<file path="src/rtl/mbrb_pkg.sv">
package mbrb_pkg;
  localparam int ID_W   = 11;
  localparam int TYPE_W = 3;
  localparam int MSEL_W = 3;
  localparam int LEN_W  = 4;

  typedef struct packed {
    logic [TYPE_W-1:0] btype;
    logic [ID_W-1:0]   id;
    logic [MSEL_W-1:0] msel;
    logic              ie;
  } bcfg_t;
endpackage

</file>
<file path="src/rtl/mbrb_cfg_regs.sv">
module mbrb_cfg_regs
  import mbrb_pkg::*;
#(
  parameter int NBUF  = 16,
  parameter int NMASK = 4,
  localparam int IDX_W  = $clog2(NBUF),
  localparam int MIDX_W = (NMASK > 1) ? $clog2(NMASK) : 1
) (
  input  logic              clk,
  input  logic              rst_n,
  input  logic              cfg_we,
  input  logic [IDX_W-1:0]  cfg_idx,
  input  bcfg_t             cfg_in,
  input  logic              mask_we,
  input  logic [MIDX_W-1:0] mask_idx,
  input  logic [ID_W-1:0]   mask_val,
  output logic [TYPE_W-1:0] btype    [NBUF],
  output logic [ID_W-1:0]   bid      [NBUF],
  output logic [MSEL_W-1:0] bmsel    [NBUF],
  output logic [ID_W-1:0]   eff_mask [NBUF],
  output logic [NBUF-1:0]   ie_vec
);
  bcfg_t           cfg_q  [NBUF];
  bcfg_t           cfg_d  [NBUF];
  logic [ID_W-1:0] mask_q [NMASK];
  logic [ID_W-1:0] mask_d [NMASK];

  // next-state
  always_comb begin
    for (int i = 0; i < NBUF; i++) begin
      cfg_d[i] = cfg_q[i];
      if (cfg_we && (cfg_idx == IDX_W'(i))) cfg_d[i] = cfg_in;
    end
    for (int m = 0; m < NMASK; m++) begin
      mask_d[m] = mask_q[m];
      if (mask_we && (mask_idx == MIDX_W'(m))) mask_d[m] = mask_val;
    end
  end

  // registers
  always_ff @(posedge clk or negedge rst_n) begin
    if (!rst_n) begin
      for (int i = 0; i < NBUF; i++) cfg_q[i] <= '0;
      for (int m = 0; m < NMASK; m++) mask_q[m] <= '0;
    end else begin
      for (int i = 0; i < NBUF; i++) cfg_q[i] <= cfg_d[i];
      for (int m = 0; m < NMASK; m++) mask_q[m] <= mask_d[m];
    end
  end

  // field fan-out and mask resolution per buffer
  for (genvar i = 0; i < NBUF; i++) begin : g_buf
    assign btype[i]  = cfg_q[i].btype;
    assign bid[i]    = cfg_q[i].id;
    assign bmsel[i]  = cfg_q[i].msel;
    assign ie_vec[i] = cfg_q[i].ie;
    always_comb begin
      eff_mask[i] = '0;
      for (int m = 0; m < NMASK; m++) begin
        if (cfg_q[i].msel == MSEL_W'(m + 1)) eff_mask[i] = mask_q[m];
      end
    end
  end
endmodule

</file>
<file path="src/rtl/mbrb_match.sv">
module mbrb_match
  import mbrb_pkg::*;
#(
  parameter int NBUF = 16,
  localparam int IDX_W = $clog2(NBUF)
) (
  input  logic [TYPE_W-1:0] btype    [NBUF],
  input  logic [ID_W-1:0]   bid      [NBUF],
  input  logic [MSEL_W-1:0] bmsel    [NBUF],
  input  logic [ID_W-1:0]   eff_mask [NBUF],
  input  logic [ID_W-1:0]   rx_id,
  output logic [NBUF-1:0]   member
);
  logic [NBUF-1:0]   hit;
  logic [IDX_W-1:0]  win;
  logic [TYPE_W-1:0] win_type;
  logic [ID_W-1:0]   win_id;
  logic [MSEL_W-1:0] win_msel;
  logic [ID_W-1:0]   win_mask;
  logic              hit_any;

  // per-buffer acceptance
  for (genvar i = 0; i < NBUF; i++) begin : g_hit
    assign hit[i] = (btype[i] != '0) &&
                    (((rx_id ^ bid[i]) & ~eff_mask[i]) == '0);
  end

  // lowest-numbered accepting buffer names the receiving group
  always_comb begin
    win = '0;
    for (int i = NBUF - 1; i >= 0; i--) begin
      if (hit[i]) win = IDX_W'(i);
    end
  end

  assign hit_any  = |hit;
  assign win_type = btype[win];
  assign win_id   = bid[win];
  assign win_msel = bmsel[win];
  assign win_mask = eff_mask[win];

  // buffers sharing the winner's type, selector and masked identifier
  for (genvar j = 0; j < NBUF; j++) begin : g_mem
    assign member[j] = hit_any &&
                       (btype[j] == win_type) &&
                       (bmsel[j] == win_msel) &&
                       (((bid[j] ^ win_id) & ~win_mask) == '0);
  end
endmodule

</file>
<file path="src/rtl/mbrb_pick.sv">
module mbrb_pick #(
  parameter int NBUF = 16
) (
  input  logic [NBUF-1:0] member,
  input  logic [NBUF-1:0] dn,
  output logic [NBUF-1:0] sel
);
  logic [NBUF-1:0] above;
  logic [NBUF-1:0] cand;
  logic            acc;

  // above[j]: some group buffer with a higher index holds data
  always_comb begin
    acc = 1'b0;
    for (int j = NBUF - 1; j >= 0; j--) begin
      above[j] = acc;
      acc      = acc | (member[j] & dn[j]);
    end
  end

  assign cand = member & ~dn & ~above;
  assign sel  = cand & (~cand + NBUF'(1));
endmodule

</file>
<file path="src/rtl/mbrb_store.sv">
module mbrb_store
  import mbrb_pkg::*;
#(
  parameter int NBUF   = 16,
  parameter int DATA_W = 64
) (
  input  logic              clk,
  input  logic              rst_n,
  input  logic              rx_valid,
  input  logic [NBUF-1:0]   sel,
  input  logic [NBUF-1:0]   dn_clr,
  input  logic [NBUF-1:0]   ie_vec,
  input  logic [ID_W-1:0]   rx_id,
  input  logic [LEN_W-1:0]  rx_len,
  input  logic [DATA_W-1:0] rx_data,
  output logic [NBUF-1:0]   dn_q,
  output logic [NBUF-1:0]   irq_q,
  output logic [ID_W-1:0]   st_id   [NBUF],
  output logic [LEN_W-1:0]  st_len  [NBUF],
  output logic [DATA_W-1:0] st_data [NBUF]
);
  logic [NBUF-1:0] we;
  logic [NBUF-1:0] dn_d;
  logic [NBUF-1:0] irq_d;

  // next-state: a store sets its flag after any clear is applied
  always_comb begin
    we    = rx_valid ? sel : '0;
    dn_d  = (dn_q & ~dn_clr) | we;
    irq_d = we & ie_vec;
  end

  always_ff @(posedge clk or negedge rst_n) begin
    if (!rst_n) begin
      dn_q  <= '0;
      irq_q <= '0;
    end else begin
      dn_q  <= dn_d;
      irq_q <= irq_d;
    end
  end

  // payload storage, enabled per buffer
  for (genvar j = 0; j < NBUF; j++) begin : g_mem
    always_ff @(posedge clk) begin
      if (we[j]) begin
        st_id[j]   <= rx_id;
        st_len[j]  <= rx_len;
        st_data[j] <= rx_data;
      end
    end
  end
endmodule

</file>
<file path="src/rtl/mbrb_rx_alloc.sv">
module mbrb_rx_alloc
  import mbrb_pkg::*;
#(
  parameter int NBUF       = 16,
  parameter int NMASK      = 4,
  parameter int DATA_BYTES = 8,
  localparam int IDX_W  = $clog2(NBUF),
  localparam int MIDX_W = (NMASK > 1) ? $clog2(NMASK) : 1,
  localparam int DATA_W = 8 * DATA_BYTES
) (
  input  logic              clk,
  input  logic              rst_n,
  input  logic              cfg_we,
  input  logic [IDX_W-1:0]  cfg_idx,
  input  logic [TYPE_W-1:0] cfg_type,
  input  logic [ID_W-1:0]   cfg_id,
  input  logic [MSEL_W-1:0] cfg_msel,
  input  logic              cfg_ie,
  input  logic              mask_we,
  input  logic [MIDX_W-1:0] mask_idx,
  input  logic [ID_W-1:0]   mask_val,
  input  logic [NBUF-1:0]   dn_clr,
  input  logic              rx_valid,
  input  logic [ID_W-1:0]   rx_id,
  input  logic [LEN_W-1:0]  rx_len,
  input  logic [DATA_W-1:0] rx_data,
  input  logic [IDX_W-1:0]  rd_idx,
  output logic [ID_W-1:0]   rd_id,
  output logic [LEN_W-1:0]  rd_len,
  output logic [DATA_W-1:0] rd_data,
  output logic [NBUF-1:0]   dn_vec,
  output logic [NBUF-1:0]   rx_irq
);
  logic [1:0]        rst_sync;
  logic              rst_sync_n;
  bcfg_t             cfg_in;
  logic [TYPE_W-1:0] btype    [NBUF];
  logic [ID_W-1:0]   bid      [NBUF];
  logic [MSEL_W-1:0] bmsel    [NBUF];
  logic [ID_W-1:0]   eff_mask [NBUF];
  logic [NBUF-1:0]   ie_vec;
  logic [NBUF-1:0]   member;
  logic [NBUF-1:0]   sel;
  logic [ID_W-1:0]   st_id    [NBUF];
  logic [LEN_W-1:0]  st_len   [NBUF];
  logic [DATA_W-1:0] st_data  [NBUF];

  // asynchronous assert, synchronous release
  always_ff @(posedge clk or negedge rst_n) begin
    if (!rst_n) rst_sync <= 2'b00;
    else        rst_sync <= {rst_sync[0], 1'b1};
  end
  assign rst_sync_n = rst_sync[1];

  assign cfg_in = '{btype: cfg_type, id: cfg_id, msel: cfg_msel, ie: cfg_ie};

  mbrb_cfg_regs #(.NBUF(NBUF), .NMASK(NMASK)) u_cfg (
    .clk      (clk),
    .rst_n    (rst_sync_n),
    .cfg_we   (cfg_we),
    .cfg_idx  (cfg_idx),
    .cfg_in   (cfg_in),
    .mask_we  (mask_we),
    .mask_idx (mask_idx),
    .mask_val (mask_val),
    .btype    (btype),
    .bid      (bid),
    .bmsel    (bmsel),
    .eff_mask (eff_mask),
    .ie_vec   (ie_vec)
  );

  mbrb_match #(.NBUF(NBUF)) u_match (
    .btype    (btype),
    .bid      (bid),
    .bmsel    (bmsel),
    .eff_mask (eff_mask),
    .rx_id    (rx_id),
    .member   (member)
  );

  mbrb_pick #(.NBUF(NBUF)) u_pick (
    .member (member),
    .dn     (dn_vec),
    .sel    (sel)
  );

  mbrb_store #(.NBUF(NBUF), .DATA_W(DATA_W)) u_store (
    .clk      (clk),
    .rst_n    (rst_sync_n),
    .rx_valid (rx_valid),
    .sel      (sel),
    .dn_clr   (dn_clr),
    .ie_vec   (ie_vec),
    .rx_id    (rx_id),
    .rx_len   (rx_len),
    .rx_data  (rx_data),
    .dn_q     (dn_vec),
    .irq_q    (rx_irq),
    .st_id    (st_id),
    .st_len   (st_len),
    .st_data  (st_data)
  );

  assign rd_id   = st_id[rd_idx];
  assign rd_len  = st_len[rd_idx];
  assign rd_data = st_data[rd_idx];
endmodule

</file>
<file path="config.mk">
export PLATFORM = sky130hd
export DESIGN_NAME = mbrb_rx_alloc
export DESIGN_NICKNAME = d
export VERILOG_FILES = /design/src/rtl/mbrb_pkg.sv /design/src/rtl/mbrb_cfg_regs.sv /design/src/rtl/mbrb_match.sv /design/src/rtl/mbrb_pick.sv /design/src/rtl/mbrb_store.sv /design/src/rtl/mbrb_rx_alloc.sv
export SDC_FILE = /design/constraint.sdc
export NUM_CORES = 2
export LEC_CHECK = 0
export BUFFER_PORTS_ARGS = -buffer_cell sky130_fd_sc_hd__buf_2
export CAP_MARGIN = 20
export CORE_ASPECT_RATIO = 0.75
export CORE_MARGIN = 2
export CORE_UTILIZATION = 30
export CTS_CLUSTER_SIZE = 10
export DETAILED_ROUTE_END_ITERATION = 10
export PLACE_DENSITY = 0.42
export REMOVE_ABC_BUFFERS = 1
export SLEW_MARGIN = 20
export SYNTH_ARGS = -nofsm -noshare
export SYNTH_HDL_FRONTEND = slang
export SYNTH_HIERARCHICAL = 1
export SYNTH_SLANG_ARGS = --single-unit
export TNS_END_PERCENT = 10
</file>
<file path="constraint.sdc">
create_clock -name clk -period 11.94 [get_ports clk]
set_input_delay 0.597 -clock clk [delete_from_list [all_inputs] [get_ports clk]]
set_output_delay 0.597 -clock clk [all_outputs]
set_load 0.01 [all_outputs]
</file>
==> results.toml <==
[min_path]
timing.hold.worst.class = "input pin to flip-flop"

[yosys]
synth_top_cell_by_area = "edfxtp_1"
syn_area_per_cell_sq_um = 13.9
synth-edff-count = 1264
yosys.area.top_type_share_pct = 46.1
synth_ff_type = "edfxtp_1"
seq_area_frac_synth_pct = 57.3
post_synth_instance_area_sq_um = 82300
synth.yosys.warnings = 6
yosys-top-cells-area = "edfxtp_1, dfrtp_1, mux4_2"
yosys_cell_types = 100
postSynthCellCount = 5902
synth-async-reset-ratio_pct = 22.5
yosys_register_bits = 1630

[drt]
drt-wirelength-per-cell_microns = 37.7
wirelength_microns = 369000
drt_first_pass_iters = 9
drt_iter0_markers = 8458
detailroute.via_count = 59433
route.antenna.remaining_nets = 0
drc = 0
vias_per_cell = 6.07

[final_layout]
post-route-util_pct = 34.4
layout-drive-gt1-share_pct = 25.2
layout.cell_area.non_filler_sq_um = 94000
area_delta_synth_final_pct = 14.2
final_nets = 6212

[critical_path]
worst-endpoint-arrival_ns = 11.85
setup.worst_path.class = "flip-flop to flip-flop"
crit_fanout = 49
r2r_slack_ns = 0.56
timing.critical_path.required_ns = 12.41
end_kind = "flip-flop"
cp-start-kind = "flip-flop"

[power]
p_leak_nw = 32.2
ir_drop_uv = 102
powerDensity_nw_per_um2 = 198

[placement]
hpwlAfterDp_microns = 254000
dp_worst_setup_slack_ns = 1.22
placement.cell_area_sq_um = 88400
port-buffer-count = 249
routabilityCongestion = 1.06

[floorplan]
core_area_sq_um = 273000
fp.dieArea_sq_um = 279000
fp.dieW_microns = 609
floorplan.initialDensity_pct = 30.2
dieHeight_microns = 458
placement_rows = 166
total_i_o_pin_count = 250

[cts]
cts_buffer_depth = 4
cts_root_buf = "clkbuf_16"
cts-resized-gates = 0
tritoncts_num_sinks = 1630
clk_pin_slew_ns = 0.05
clock_tree_from_tritoncts = "done"
cts-buffers-inserted = 195
worst_skew_pair.late_latency_ns = 0.87
htree_levels = 4

[global_routing]
gr-usage-met1_pct = 39.0
grt_busiest_layer = "met1"
antenna_found_initial = 54
grt.met2_usage_pct = 35.0
grt_start_max_net_pins = 131
first_global_vias = 55992
global_route.overflow_total = 0
grt_util_all_layers_pct = 25.7
grt_first_pass_wirelength_microns = 499000
grt_use_met3_pct = 7.90

[timing]
slew_viol_final = 0
worst_slack_ns = 0.558
max_slew.worst_pin.slew_ns = 1.30
finalClockSkew_ns = 0.0808
finalCritPeriodShare_pct = 95.3
timing.max_slew.rel_slack_pct = 12.5
grt_setup_unrepaired = "no"
fin_setup_tns_ns = 0
report.final.hold_viol_count = 0
period_minus_slack_ns = 11.38
max_fclk_mhz = 87.9
setup_viol = 0

[job]
drv.max_cap_violation_count = 0

[run_status]
run_status = "completed"
Yosys cell counts (all sizes together), types with 34 or more instances:
master / count
nor2: 177
o221ai: 43
o211ai: 38
inv: 97
edfxtp: 1264
dfrtp: 366
and2: 52
nor4: 127
a22oi: 360
xnor2: 223
nor3: 110
a211oi: 122
nand2: 190
mux2i: 261
buf: 219
o21ai: 82
nor2b: 38
o22ai: 283
and3: 70
clkbuf: 370
mux4: 328
a2111oi: 81
xor2: 40
o211a: 34
a21oi: 69
o2111ai: 47
nand3: 96
mux2: 360
a21o: 41
nand2b: 41
layout make-up:
| type | count | area [sq um] |
|---|---|---|
| Inverter | 97 | 364 |
| Clock inverter | 16 | 246 |
| Tap cell | 3612 | 4520 |
| Fill cell | 26529 | 179000 |
| Sequential cell | 1630 | 47100 |
| Timing Repair Buffer | 563 | 4300 |
| Antenna cell | 10 | 25.0 |
| Multi-Input combinational cell | 3586 | 32200 |
| Clock buffer | 273 | 5210 |
cell families (layout without fill, tap and decap cells):
logic type	Yosys count	after routing	share of synthesized area [%]
compound gates	1363	1363	12.3
other cells	1	11	0.00456
xor+xnor	263	263	2.80
buf+inv	686	949	3.91
simple gates	1010	1010	6.61
mux	949	949	17.1
flops	1630	1630	57.3
flip-flops by register name, indices dropped and copies added, names as in the netlist:
register and cells:
u_store/st_len 64, u_cfg/ie_vec 16, u_cfg/mask_q 44, u_store/dn_q 16, u_store/st_data 1024, rst_sync 2
u_cfg/bmsel 48, u_store/st_id 176, u_store/irq_q 16, u_cfg/btype 48, u_cfg/bid 176
power by group:
group          internal, W  switching (W)
Combinational      0.00196        0.00408
Sequential         0.00637       0.000796
Clock              0.00306        0.00231
worst max-delay path, stage by stage, from the launching register on:
cell,delay [ns]
dfrtp_1,0.97
nor2b_1,0.89
a22oi_1,0.17
o22ai_1,0.73
o32ai_1,0.47
nor4_1,0.36
nand2_1,0.42
and4_4,0.61
a211oi_4,0.79
mux2_2,0.41
o211ai_1,0.89
and2_1,0.58
a2111oi_2,0.27
a32oi_1,0.59
o2111ai_1,0.24
nor4_2,0.46
o21ai_0,0.29
o31a_1,0.31
o21a_1,0.28
a2111oi_0,0.55
and2_4,0.31
buf_12,0.29
placed cells by master, fill, tap and decap left out, drive strengths merged, types with 127 or more instances in the layout:
master	count
dfrtp	366
edfxtp	1264
xnor2	223
mux2i	261
clkbuf	273
nor2	177
buf	548
nor4	127
mux4	328
mux2	360
o22ai	283
nand2	190
a22oi	360
routing by layer:
metal	up-vias	wire length, microns
met1	31506	171000
met3	523	40100
met2	3301	147000
met4	34	10700
met5	-	561
li1	24069	-
path summary, 6_finish.rpt:
kind	from	to	cells after the start
worst max-delay path	u_cfg/bmsel[18]$_DFFE_PN0P_	u_store/st_len[7]$_DFFE_PP_	21
worst min-delay path	mask_val[5]	u_cfg/mask_q[16]$_DFFE_PN0P_	2
worst max register to register	u_cfg/bmsel[18]$_DFFE_PN0P_	u_store/st_len[7]$_DFFE_PP_	21
worst min register to register	rst_sync[0]$_DFF_PN0_	rst_sync[1]$_DFF_PN0_	0
max in group asynchronous	rst_sync[1]$_DFF_PN0_	u_cfg/mask_q[14]$_DFFE_PN0P_	3
min in group asynchronous	rst_n	rst_sync[1]$_DFF_PN0_	2
timing repair:
action                                 in CTS  in global routing
endpoints found under the hold margin      15                  0
buffers inserted                            0                  0
hold buffers                               12                  0
stage by stage:
stage               hold WS, ns  total power [W]  cells
floorplan                 0.301          0.00991   5313
global placement          0.340           0.0129   9466
detailed placement        0.336           0.0129   9474
CTS                    0.000461           0.0184   9775
global route             0.0317           0.0191   9781
finish                   0.0578           0.0186   9787
Note: power is estimated with default switching activity, not from simulation.
